--- src/rtl/flow_hash_pkg.sv ---
package flow_hash_pkg;

    localparam int FH_WORD_W    = 32;
    localparam int FH_NUM_WORDS = 11;
    localparam int FH_HASH_W    = 16;
    localparam int FH_SIZE_W    = 2;
    localparam int FH_PERF_BASE = 11;
    localparam int FH_SIG_BASE  = 13;

    typedef struct packed {
        logic                     ready;
        logic                     valid;
        logic                     error;
        logic [FH_HASH_W-1:0]     bucket;
        logic [2*FH_HASH_W-1:0]   hash;
    } fh_state_t;

endpackage

--- src/rtl/flow_hash_fold.sv ---
module flow_hash_fold #(
    parameter int WORD_W    = 32,
    parameter int NUM_WORDS = 11
) (
    input  logic [WORD_W*NUM_WORDS-1:0] tuple_i,
    output logic [WORD_W-1:0]           hi_o,
    output logic [WORD_W-1:0]           lo_plain_o,
    output logic [WORD_W-1:0]           lo_mixed_o
);
    localparam int HALF = WORD_W / 2;

    logic [WORD_W-1:0] chain [NUM_WORDS];
    logic [WORD_W-1:0] flow_w;
    logic [WORD_W-1:0] common_w;

    assign chain[0] = '0;

    generate
        for (genvar w = 1; w < NUM_WORDS; w++) begin : g_fold
            assign chain[w] = chain[w-1] ^ tuple_i[w*WORD_W +: WORD_W];
        end
    endgenerate

    always_comb begin
        flow_w     = tuple_i[WORD_W-1:0];
        common_w   = chain[NUM_WORDS-1];
        hi_o       = common_w ^ flow_w ^ (flow_w >> HALF);
        lo_plain_o = {common_w[HALF-1:0], common_w[WORD_W-1:HALF]};
        lo_mixed_o = lo_plain_o ^ flow_w ^ (flow_w << HALF);
    end

endmodule

--- src/rtl/flow_hash_keyed.sv ---
module flow_hash_keyed #(
    parameter int WORD_W = 32,
    parameter int HASH_W = 16
) (
    input  logic [WORD_W-1:0] key_i,
    input  logic [WORD_W-1:0] hi_i,
    input  logic [WORD_W-1:0] lo_plain_i,
    input  logic [WORD_W-1:0] lo_mixed_i,
    output logic [HASH_W-1:0] hash_o
);
    localparam int HALF = WORD_W / 2;

    logic [WORD_W-1:0] acc [HALF];
    logic              unused_acc_hi;

    assign acc[0] = (key_i[0]    ? lo_plain_i : '0) ^
                    (key_i[HALF] ? hi_i       : '0);

    generate
        for (genvar i = 1; i < HALF; i++) begin : g_step
            assign acc[i] = acc[i-1] ^
                            (key_i[i]      ? (lo_mixed_i >> i) : '0) ^
                            (key_i[i+HALF] ? (hi_i       >> i) : '0);
        end
    endgenerate

    assign hash_o        = acc[HALF-1][HASH_W-1:0];
    assign unused_acc_hi = ^acc[HALF-1][WORD_W-1:HASH_W];

endmodule

--- src/rtl/flow_hash_compose.sv ---
module flow_hash_compose #(
    parameter int HASH_W    = 16,
    parameter int SIZE_W    = 2,
    parameter int PERF_BASE = 11,
    parameter int SIG_BASE  = 13
) (
    input  logic [HASH_W-1:0]   bucket_raw_i,
    input  logic [HASH_W-1:0]   sig_raw_i,
    input  logic [SIZE_W-1:0]   tbl_size_i,
    input  logic                perfect_i,
    input  logic [HASH_W-1:0]   sw_index_i,
    output logic [HASH_W-1:0]   bucket_o,
    output logic [2*HASH_W-1:0] word_o,
    output logic                error_o
);
    localparam int WID_W = $clog2(HASH_W + 1) + 1;

    logic [WID_W-1:0]  keep_w;
    logic [HASH_W-1:0] mask;

    always_comb begin
        error_o = (tbl_size_i == '0);
        keep_w  = (perfect_i ? WID_W'(PERF_BASE) : WID_W'(SIG_BASE))
                  + WID_W'(tbl_size_i) - WID_W'(1);
        for (int b = 0; b < HASH_W; b++) begin
            mask[b] = (WID_W'(b) < keep_w);
        end
        if (error_o) begin
            bucket_o = '0;
            word_o   = '0;
        end else begin
            bucket_o = bucket_raw_i & mask;
            word_o   = {(perfect_i ? sw_index_i : sig_raw_i), bucket_o};
        end
    end

endmodule

--- src/rtl/flow_hash_top.sv ---
module flow_hash_top
    import flow_hash_pkg::*;
#(
    parameter int WORD_W    = FH_WORD_W,
    parameter int NUM_WORDS = FH_NUM_WORDS,
    parameter int HASH_W    = FH_HASH_W,
    parameter int SIZE_W    = FH_SIZE_W,
    parameter int PERF_BASE = FH_PERF_BASE,
    parameter int SIG_BASE  = FH_SIG_BASE
) (
    input  logic                        clk,
    input  logic                        rst_n,
    input  logic                        in_valid,
    output logic                        in_ready,
    input  logic [WORD_W*NUM_WORDS-1:0] tuple,
    input  logic [WORD_W-1:0]           bucket_key,
    input  logic [WORD_W-1:0]           sig_key,
    input  logic [SIZE_W-1:0]           tbl_size,
    input  logic                        perfect_mode,
    input  logic [HASH_W-1:0]           sw_index,
    output logic                        out_valid,
    output logic [HASH_W-1:0]           out_bucket,
    output logic [2*HASH_W-1:0]         out_hash,
    output logic                        out_error
);
    localparam int NUM_KEYS = 2;

    fh_state_t st_d, st_q;

    logic [WORD_W-1:0] hi_w, lo_plain_w, lo_mixed_w;
    logic [WORD_W-1:0] keys [NUM_KEYS];
    logic [HASH_W-1:0] raw  [NUM_KEYS];
    logic [HASH_W-1:0] bucket_c;
    logic [2*HASH_W-1:0] word_c;
    logic              error_c;
    logic              accept;

    assign keys[0] = bucket_key;
    assign keys[1] = sig_key;

    flow_hash_fold #(.WORD_W(WORD_W), .NUM_WORDS(NUM_WORDS)) u_fold (
        .tuple_i    (tuple),
        .hi_o       (hi_w),
        .lo_plain_o (lo_plain_w),
        .lo_mixed_o (lo_mixed_w)
    );

    generate
        for (genvar k = 0; k < NUM_KEYS; k++) begin : g_key
            flow_hash_keyed #(.WORD_W(WORD_W), .HASH_W(HASH_W)) u_keyed (
                .key_i      (keys[k]),
                .hi_i       (hi_w),
                .lo_plain_i (lo_plain_w),
                .lo_mixed_i (lo_mixed_w),
                .hash_o     (raw[k])
            );
        end
    endgenerate

    flow_hash_compose #(
        .HASH_W(HASH_W), .SIZE_W(SIZE_W),
        .PERF_BASE(PERF_BASE), .SIG_BASE(SIG_BASE)
    ) u_compose (
        .bucket_raw_i (raw[0]),
        .sig_raw_i    (raw[1]),
        .tbl_size_i   (tbl_size),
        .perfect_i    (perfect_mode),
        .sw_index_i   (sw_index),
        .bucket_o     (bucket_c),
        .word_o       (word_c),
        .error_o      (error_c)
    );

    assign accept = in_valid && st_q.ready;

    always_comb begin
        st_d       = st_q;
        st_d.ready = 1'b1;
        st_d.valid = accept;
        if (accept) begin
            st_d.error  = error_c;
            st_d.bucket = bucket_c;
            st_d.hash   = word_c;
        end
    end

    always_ff @(posedge clk) begin
        if (!rst_n) begin
            st_q <= '0;
        end else begin
            st_q <= st_d;
        end
    end

    assign in_ready   = st_q.ready;
    assign out_valid  = st_q.valid;
    assign out_error  = st_q.error;
    assign out_bucket = st_q.bucket;
    assign out_hash   = st_q.hash;

    // one strobe per accepted request, and none otherwise
    assert_valid_after_accept_R9: assert property (@(posedge clk) disable iff (!rst_n)
        (in_valid && in_ready) |=> out_valid);
    assert_no_spurious_valid_R9: assert property (@(posedge clk) disable iff (!rst_n)
        !(in_valid && in_ready) |=> !out_valid);
    assert_hold_between_R9: assert property (@(posedge clk) disable iff (!rst_n)
        !(in_valid && in_ready) |=> ($stable(out_hash) && $stable(out_bucket)));

    // bucket never exceeds the width chosen by size and mode
    assert_bucket_width_R5: assert property (@(posedge clk) disable iff (!rst_n)
        (out_valid && !out_error && !$past(perfect_mode)) |->
        ({1'b0, out_bucket} < ((HASH_W+1)'(1) << (SIG_BASE + int'($past(tbl_size)) - 1))));
    assert_bucket_width_R6: assert property (@(posedge clk) disable iff (!rst_n)
        (out_valid && !out_error && $past(perfect_mode)) |->
        ({1'b0, out_bucket} < ((HASH_W+1)'(1) << (PERF_BASE + int'($past(tbl_size)) - 1))));

    // software index lands in the upper field
    assert_swindex_field_R8: assert property (@(posedge clk) disable iff (!rst_n)
        (out_valid && !out_error && $past(perfect_mode)) |->
        (out_hash[2*HASH_W-1:HASH_W] == $past(sw_index)));

    // a zero signature key gives a zero upper field
    assert_zero_sigkey_R7: assert property (@(posedge clk) disable iff (!rst_n)
        (in_valid && in_ready && !perfect_mode && tbl_size != '0 && sig_key == '0) |=>
        (out_hash[2*HASH_W-1:HASH_W] == '0));

    // illegal size flagged with cleared result
    assert_bad_size_R10: assert property (@(posedge clk) disable iff (!rst_n)
        (in_valid && in_ready && tbl_size == '0) |=>
        (out_error && out_hash == '0 && out_bucket == '0));

    // ready stays up once out of reset
    assert_ready_up_R11: assert property (@(posedge clk) disable iff (!rst_n)
        $past(rst_n) |-> in_ready);

endmodule

--- config.mk ---
export PLATFORM = sky130hd
export DESIGN_NAME = flow_hash_top
export DESIGN_NICKNAME = d
export VERILOG_FILES = /design/src/rtl/flow_hash_pkg.sv /design/src/rtl/flow_hash_fold.sv /design/src/rtl/flow_hash_keyed.sv /design/src/rtl/flow_hash_compose.sv /design/src/rtl/flow_hash_top.sv
export SDC_FILE = /design/constraint.sdc
export NUM_CORES = 1
export LEC_CHECK = 0
export BUFFER_PORTS_ARGS = -buffer_cell sky130_fd_sc_hd__buf_4
export CORE_MARGIN = 1.5
export CORE_UTILIZATION = 50
export CTS_CLUSTER_DIAMETER = 100
export DETAILED_ROUTE_END_ITERATION = 12
export GPL_TIMING_DRIVEN = 0
export PLACE_DENSITY = 0.79
export SYNTH_ARGS = -nofsm -noshare
export SYNTH_HDL_FRONTEND = slang
export SYNTH_SLANG_ARGS = --single-unit
--- constraint.sdc ---
create_clock -name clk -period 2.8 [get_ports clk]
set_clock_uncertainty 0.15 [all_clocks]
set_input_delay 0.14 -clock clk [delete_from_list [all_inputs] [get_ports clk]]
set_output_delay 0.14 -clock clk [all_outputs]
set_load 0.02 [all_outputs]
-- Yosys cells after proc, flatten, opt, wreduce, memory -nomap -nowiden
Index checks and enable logic that the tools add are counted.
- $add $sub $neg: 2
- order comparisons: 16
- mux-type cells: 70
- bitwise operators: 76
- reductions and logical operators: 2
- operators by type and width (cell ; number):
    16-bit two-way mux ; 66
    16-bit XOR ; 62
    32-bit XOR ; 9
    31-bit XOR ; 3
    51-bit two-way mux ; 1
    49-bit two-way mux ; 1
    4-bit by 6-bit < comparator with 1-bit output, first input constant ; 8
    32-bit two-way mux ; 1
    31-bit by 16-bit XOR with 31-bit output ; 1
    3-bit by 6-bit < comparator with 1-bit output, first input constant ; 4
    16-bit AND ; 1
    1-bit by 6-bit < comparator with 1-bit output, first input constant ; 2
    2-bit by 6-bit < comparator with 1-bit output, first input constant ; 2
    6-bit by 2-bit adder with 6-bit output ; 1
    6-bit by 1-bit subtractor with 6-bit output, second input constant ; 1
    3-bit two-way mux ; 1
    2-bit zero test ; 1
    1-bit logical AND ; 1
- flip-flop bits (word level): 51
- bits of input ports: 438
- output and inout port bits: 51
- word-level logic and storage cells: 171

-- Logic depth before layout (Yosys ltp)
Gate-level depths: netlist (run 1).
- word-level depth: 47
- gate-level depth with buffers: 12
- depth with buffers taken out: 10

-- Cells and area by module
Synthesis (run 1) repeated with hierarchy kept, for this count alone.
- cells, all modules: 2861
- area total of the unflattened synthesis: 20903.8 um^2
- by module, submodules not included (module ; instances ; cells each ; area each (um^2) ; seq. area each (um^2)):
    flow_hash_keyed ; 2 ; 1106 ; 7016.7 ; 0.0
    flow_hash_fold ; 1 ; 336 ; 4304.1 ; 0.0
    flow_hash_top ; 1 ; 228 ; 1955.6 ; 1021.0
    flow_hash_compose ; 1 ; 85 ; 610.6 ; 0.0

-- Worst setup path after synthesis (run 1)
OpenSTA, ideal clock, no wires.
- path kind: input to register
- start point: input tuple[215]
- end point: register st_q, in the netlist out_bucket[9]
- library setup time: 0.117 ns
- data arrival time: 2.508 ns
- setup slack: 0.025 ns
- stages: 11
- buffers on the path: 1
- cells stage by stage: xor2_1 > xnor3_1 > xor3_1 > buf_2 > nand2_1 > xor2_1 > xnor2_1 > xnor2_1 > xnor3_1 > xnor2_1 > a32o_1
- cells in the longest elaborated chain, start to end: 13
- ends and longest elaborated chain (element ; RTL line ; RTL):
    start, declared ; flow_hash_top.sv:15 ; input logic [WORD_W*NUM_WORDS-1:0] tuple,
    32-bit XOR (5 in a row) ; flow_hash_fold.sv:20 ; assign chain[w] = chain[w-1] ^ tuple_i[w*WORD_W +: WORD_W];
    31-bit XOR ; flow_hash_fold.sv:27 ; hi_o = common_w ^ flow_w ^ (flow_w >> HALF);
    31-bit by 16-bit XOR with 31-bit output ; flow_hash_fold.sv:27 ;
    16-bit two-way mux ; flow_hash_keyed.sv:23 ; (key_i[i+HALF] ? (hi_i >> i) : '0);
    16-bit XOR ; flow_hash_keyed.sv:22 ; (key_i[i] ? (lo_mixed_i >> i) : '0) ^
    16-bit XOR ; flow_hash_keyed.sv:21 ; assign acc[i] = acc[i-1] ^
    16-bit XOR ; flow_hash_keyed.sv:22 ;
    16-bit AND ; flow_hash_compose.sv:32 ; bucket_o = bucket_raw_i & mask;
    16-bit two-way mux ; flow_hash_compose.sv:28 ; if (error_o) begin
    end signal, assigned ; flow_hash_top.sv:91 ; st_q <= st_d;
    end, declared ; flow_hash_top.sv:28 ; fh_state_t st_d, st_q;
Every way passes these cells.
A chain may end at the register's enable or synchronous reset.

-- Worst setup path in the final report (run 1)
- start point: input tuple[244]
- end point: register st_q, in the netlist out_bucket[13]
- cells in the longest elaborated chain, start to end: 26
- ends and longest elaborated chain (element ; RTL line):
    32-bit XOR (4 in a row) ; flow_hash_fold.sv:20
    31-bit XOR ; flow_hash_fold.sv:27
    31-bit by 16-bit XOR with 31-bit output ; flow_hash_fold.sv:27
    16-bit two-way mux ; flow_hash_keyed.sv:23
    16-bit XOR ; flow_hash_keyed.sv:22
    16-bit XOR ; flow_hash_keyed.sv:21
    16-bit XOR ; flow_hash_keyed.sv:22
    16-bit XOR ; flow_hash_keyed.sv:21
    [7 not listed] ; --
    16-bit XOR ; flow_hash_keyed.sv:21
    16-bit XOR ; flow_hash_keyed.sv:22
    16-bit XOR ; flow_hash_keyed.sv:21
    16-bit XOR ; flow_hash_keyed.sv:22
    16-bit XOR ; flow_hash_keyed.sv:21
    16-bit XOR ; flow_hash_keyed.sv:22
    16-bit AND ; flow_hash_compose.sv:32
    16-bit two-way mux ; flow_hash_compose.sv:28
Every way passes these cells.

==> impl_metrics.env, run 1 <==
export IMPL_final_common_cell="nand2_1"
export IMPL_areaGrowthSynthToFinish_pct=39.3
export IMPL_finalCritPeriodShare_pct=112
export IMPL_slew_limit_headroom_pct=35.6
export IMPL_setup_ws_ns=-0.330
export IMPL_fmax_mhz=319
export IMPL_fin_util_pct=71.1
export IMPL_criticalPathCategory="in2reg"
export IMPL_r2r_cells=7
export IMPL_yosysSeqAreaShare_pct=3.73
export IMPL_grt_pass1_wl_um=137000
export IMPL_antenna_found_initial=4
export IMPL_wl_um=98600
export IMPL_drive_above_1_share_pct=28.9
export IMPL_clockBufferDepth=2
export IMPL_fp_dieArea_um2=38700
export IMPL_postRouteAntennaNets=0
export IMPL_via_per_inst=5.81
export IMPL_core_um2=36800
export IMPL_violations="negative setup slack"
export IMPL_synthArstFlopShare_pct=0
export IMPL_required_ns=2.82
export IMPL_synth_cells=2630
export IMPL_drt_pass1_iter_count=6
export IMPL_syn_nets=3072
export IMPL_clkTransAtPathRegs_ns=0.05
export IMPL_endpoint_kind="register"
export IMPL_outcome="finished, violations left"
export IMPL_drt_initial_drc_count=2761
export IMPL_die_w_um=197
export IMPL_cp_arrival_ns=3.15
export IMPL_vias=21200
export IMPL_synth_avg_cell_area_um2=7.14
export IMPL_slew_viol_final=0
export IMPL_hold_violations=0
export IMPL_nets=3627
export IMPL_finalSetupViolations=32
export IMPL_clock_latency_ns=0.28
export IMPL_drc=0
export IMPL_worst_pin_slew_ns=0.966
export IMPL_syn_area_um2=18800
export IMPL_hpwlAfterDp_um=72300
export IMPL_grt_overflow_total=0
export IMPL_io_pins=489
export IMPL_period_needed_ns=3.13
export IMPL_yosysWarnings=0
export IMPL_clock_root_buffer="clkbuf_16"
export IMPL_die_y_um=197
export IMPL_synth_edf_count=0
export IMPL_cts_tree="built"
export IMPL_grt_pass1_vias=20400
export IMPL_num_rows=70
export IMPL_wl_per_cell_um=26.9
export IMPL_place_congestion=1.04
export IMPL_synth_ff_type="dfxtp_1"
export IMPL_io_buffers=424
export IMPL_cts_sinks=35
export IMPL_hold_depth=4
export IMPL_numCtsBuffers=5
export IMPL_grt_max_degree=12
export IMPL_grt_usage_pct=49.3
export IMPL_post_place_ws_ns=-1.39
export IMPL_path_max_fanout=8
export IMPL_rsz0062_at_grt="true"
export IMPL_maxCapViolations=0
export IMPL_mostFrequentLayoutCells="993 x nand2_1, 736 x xnor2_1, 502 x buf_4, 237 x xor2_1, 108 x clkbuf_1"
export IMPL_synth_distinct_cells=31
export IMPL_hp_class="in2reg"
export IMPL_synth_seq_cells=35
export IMPL_cts_htree_levels=2
export IMPL_start_util_pct=51.1
export IMPL_start_kind="primary input"
-- final cells by class --
type,instances,area (um2)
buffer,230,1570
antenna,5,12.5
clock buffer,6,129
clock inverter,2,12.5
timing repair buffer,550,4490
sequential,35,701
inverter,4,15.0
multi-input combinational,2359,18600
tap,468,586
fill,3000,10600
-- repair_timing --
action / 4_1_cts / 5_1_grt
endpoints found under the setup margin: 32 / 32
gates resized for setup: 428 / 149
setup buffers: 97 / 13
hold buffers: 16 / 0
hold endpoints to repair: 17 / 0
pin swaps: 163 / 96
-- registers in the layout, indices dropped and copies added (netlist names) --
signal      count
in_ready        1
out_valid       1
out_bucket     15
out_error       1
out_hash       17
-- critical path: stages --
cell	delay, ns
buf_6	0.09
xnor2_2	0.13
xnor3_2	0.47
xor3_2	0.47
buf_12	0.17
buf_12	0.14
nand2_2	0.07
xor2_1	0.22
xnor2_1	0.14
xnor2_2	0.27
xnor3_2	0.42
xnor2_2	0.18
a32o_1	0.22
-- logic make-up (layout without fill, tap and decap cells) --
group / after synthesis / count (layout) / synth area share (%)
AND/OR/NAND/NOR: 1056 / 1056 / 21.2
adder cells (fa/ha/maj): 4 / 4 / 0.266
other: 0 / 5 / 0
flip-flops: 35 / 35 / 3.73
XOR/XNOR: 1246 / 1246 / 67.3
buffers and inverters: 236 / 792 / 5.64
AO/OA/AOI/OAI: 53 / 53 / 1.81
-- metrics by stage --
stage / area, um2 / TNS, ns / hold slack (ns) / cells
5_1_grt: 26200 / -7.92 / 0.0921 / 3656
3_3_place_gp: 22600 / -33.88 / 0.145 / 3522
2_1_floorplan: 18800 / 0 / 0.0177 / 2630
6_report: 26200 / -6.74 / 0.0735 / 3659
4_1_cts: 25400 / -4.20 / 0.0727 / 3643
3_5_place_dp: 22600 / -34.16 / 0.153 / 3522
-- cells in the mapped netlist, types with 2 or more instances --
cell	count	area, um2
a21boi_1	2	15.0
a22o_1	2	17.5
a22oi_1	14	105
a32o_1	3	30.0
and2_1	2	12.5
buf_1	26	97.6
buf_2	58	290
buf_4	17	128
buf_6	5	56.3
clkbuf_1	126	473
dfxtp_1	35	701
ha_1	4	50.1
inv_1	4	15.0
nand2_1	1038	3900
nor2_1	9	33.8
nor2b_1	3	18.8
o21ai_0	26	130
o21ai_1	2	10.0
o21bai_1	2	15.0
xnor2_1	848	7430
xnor3_1	97	2180
xor2_1	274	2400
xor3_1	23	547
xor3_2	3	75.1
-- worst paths after layout --
| check | from | to | slack (ns) |
|---|---|---|---|
| setup / recovery | tuple[244] | out_bucket[13] | -0.33 |
| hold / removal | tbl_size[0] | out_error | 0.07 |
| setup reg to reg | in_ready | out_hash[28] | 0.69 |
| hold reg to reg | out_hash[29] | out_hash[29] | 0.31 |
-- routing by layer --
layer | wire (um) | vias to the layer above | global-route usage [%]
met5 | 0 | - | 0
met4 | 8980 | 0 | 34.7
met3 | 14200 | 502 | 15.4
met2 | 41100 | 1867 | 74.5
met1 | 34300 | 9910 | 59.4
li1 | - | 8963 | -
Power of run 1 is not shown: default switching activity piles up to over one toggle a cycle in this logic, so the estimate is an artifact.
==> run 2: changes to the inputs <==
- RECOVER_POWER: default -> 100
==> impl_metrics.env, run 2 (synthesis results as in run 1) <==
export IMPL_finalSetupViolations=32
export IMPL_path_delay_family="XOR/XNOR gates"
export IMPL_period_needed_ns=3.13
export IMPL_cp_arrival_ns=3.15
export IMPL_grt_overflow_total=0
export IMPL_wl_per_cell_um=26.9
export IMPL_required_ns=2.82
export IMPL_slew_limit_headroom_pct=33.9
export IMPL_fill_cells=3067
export IMPL_clkTransAtPathRegs_ns=0.05
export IMPL_cts_sinks=35
export IMPL_drt_pass1_iter_count=7
export IMPL_fmax_mhz=319
export IMPL_setup_ws_ns=-0.334
export IMPL_drt_initial_drc_count=2840
export IMPL_largest_register_ffs=17
export IMPL_die_w_um=197
export IMPL_endpoint_kind="register"
export IMPL_fin_area_um2=26000
export IMPL_multi_input_area_um2=18600
export IMPL_outcome="finished, violations left"
export IMPL_place_congestion=1.04
export IMPL_grt_usage_pct=49.3
export IMPL_start_kind="primary input"
export IMPL_grt_pass1_wl_um=137000
export IMPL_wl_um=98400
export IMPL_start_util_pct=51.1
export IMPL_drc=0
export IMPL_io_buffers=424
export IMPL_drive_above_1_share_pct=27.5
export IMPL_areaGrowthSynthToFinish_pct=38.4
export IMPL_max_stage_delay_ns=0.47
export IMPL_numCtsBuffers=5
export IMPL_clock_root_buffer="clkbuf_16"
export IMPL_rsz0062_at_grt="true"
export IMPL_cts_htree_levels=2
export IMPL_maxCapViolations=0
export IMPL_mostFrequentLayoutCells="993 x nand2_1, 736 x xnor2_1, 449 x buf_4, 237 x xor2_1, 152 x clkbuf_1"
export IMPL_hp_class="in2reg"
export IMPL_nets=3627
export IMPL_slew_viol_final=0
export IMPL_dpl_cell_count=3522
export IMPL_core_um2=36800
export IMPL_postRouteAntennaNets=0
export IMPL_cpMostUsedCell="xnor2_2"
export IMPL_final_common_cell="nand2_1"
export IMPL_path_cells="buf_6, xnor2_2, xnor3_2, xor3_2, buf_12, buf_12, nand2_2, xor2_1, xnor2_1, xnor2_2, xnor3_2, xnor2_2, a32o_1"
export IMPL_antenna_found_initial=4
export IMPL_violations="negative setup slack"
export IMPL_vias=21200
export IMPL_crit_path_top_delay_cell="xnor3_2"
export IMPL_die_y_um=197
export IMPL_fp_dieArea_um2=38700
export IMPL_place_area_um2=22600
export IMPL_grt_max_degree=12
export IMPL_grt_pass1_vias=20400
export IMPL_path_max_fanout=8
export IMPL_via_per_inst=5.78
export IMPL_io_pins=489
export IMPL_worst_pin_slew_ns=0.992
export IMPL_clock_latency_ns=0.28
export IMPL_regArea_um2=701
export IMPL_final_cells=3658
export IMPL_crit_buf_inv=3
export IMPL_cts_tree="built"
export IMPL_hold_violations=0
export IMPL_hpwlAfterDp_um=72300
export IMPL_num_rows=70
export IMPL_clockBufferDepth=2
export IMPL_criticalPathCategory="in2reg"
export IMPL_finalCritPeriodShare_pct=112
## run 2: area by class of cell
type	instances	area share [%]
flip-flops and latches	35	2.70
diodes	4	0.0385
multi-input cells	2359	71.7
well taps	468	2.25
plain buffers	230	6.04
clock buffers	6	0.496
inverters	4	0.0578
repair buffers	550	16.6
clock inverters	2	0.0481
## run 2: per-stage QoR
stage          hold slack (ns)  TNS [ns]  utilization, %  setup slack, ns
2_1_floorplan           0.0177         0               -           0.0249
3_3_place_gp             0.145    -33.88            61.3            -1.43
3_5_place_dp             0.153    -34.16            61.3            -1.39
4_1_cts                 0.0727     -4.20            69.0           -0.267
5_1_grt                 0.0921     -7.92            70.7           -0.378
6_report                0.0746     -6.65            70.7           -0.334
## run 2: final timing paths
kind              slack (ns)             end  depth (start not counted)    startpoint
setup / recovery       -0.33  out_bucket[13]                         13    tuple[244]
hold / removal          0.07       out_error                          4   tbl_size[0]
hold reg to reg         0.31    out_hash[29]                          2  out_hash[29]
setup reg to reg        0.69    out_hash[28]                          7      in_ready
## run 2: per-layer routing
layer,vias to the layer above,global-route usage [%],wire length [um]
met5,-,0,0
met4,0,34.7,8990
met3,492,15.4,14100
met2,1819,74.5,41100
met1,9888,59.4,34200
li1,8961,-,-
## run 2: worst min-delay path: stages
cell	delay [ns]
buf_4	0.11
nor3_1	0.05
a21oi_1	0.11
nor2b_1	0.05
## run 2: what timing repair did
| item | CTS | global route |
|---|---|---|
| hold buffers | 16 | 0 |
| gates resized for setup | 428 | 149 |
| setup endpoints to repair | 32 | 32 |
| setup buffers | 97 | 13 |
| endpoints found under the hold margin | 17 | 0 |
| pin swaps | 163 | 96 |
Power of run 2 is left out for the same reason.
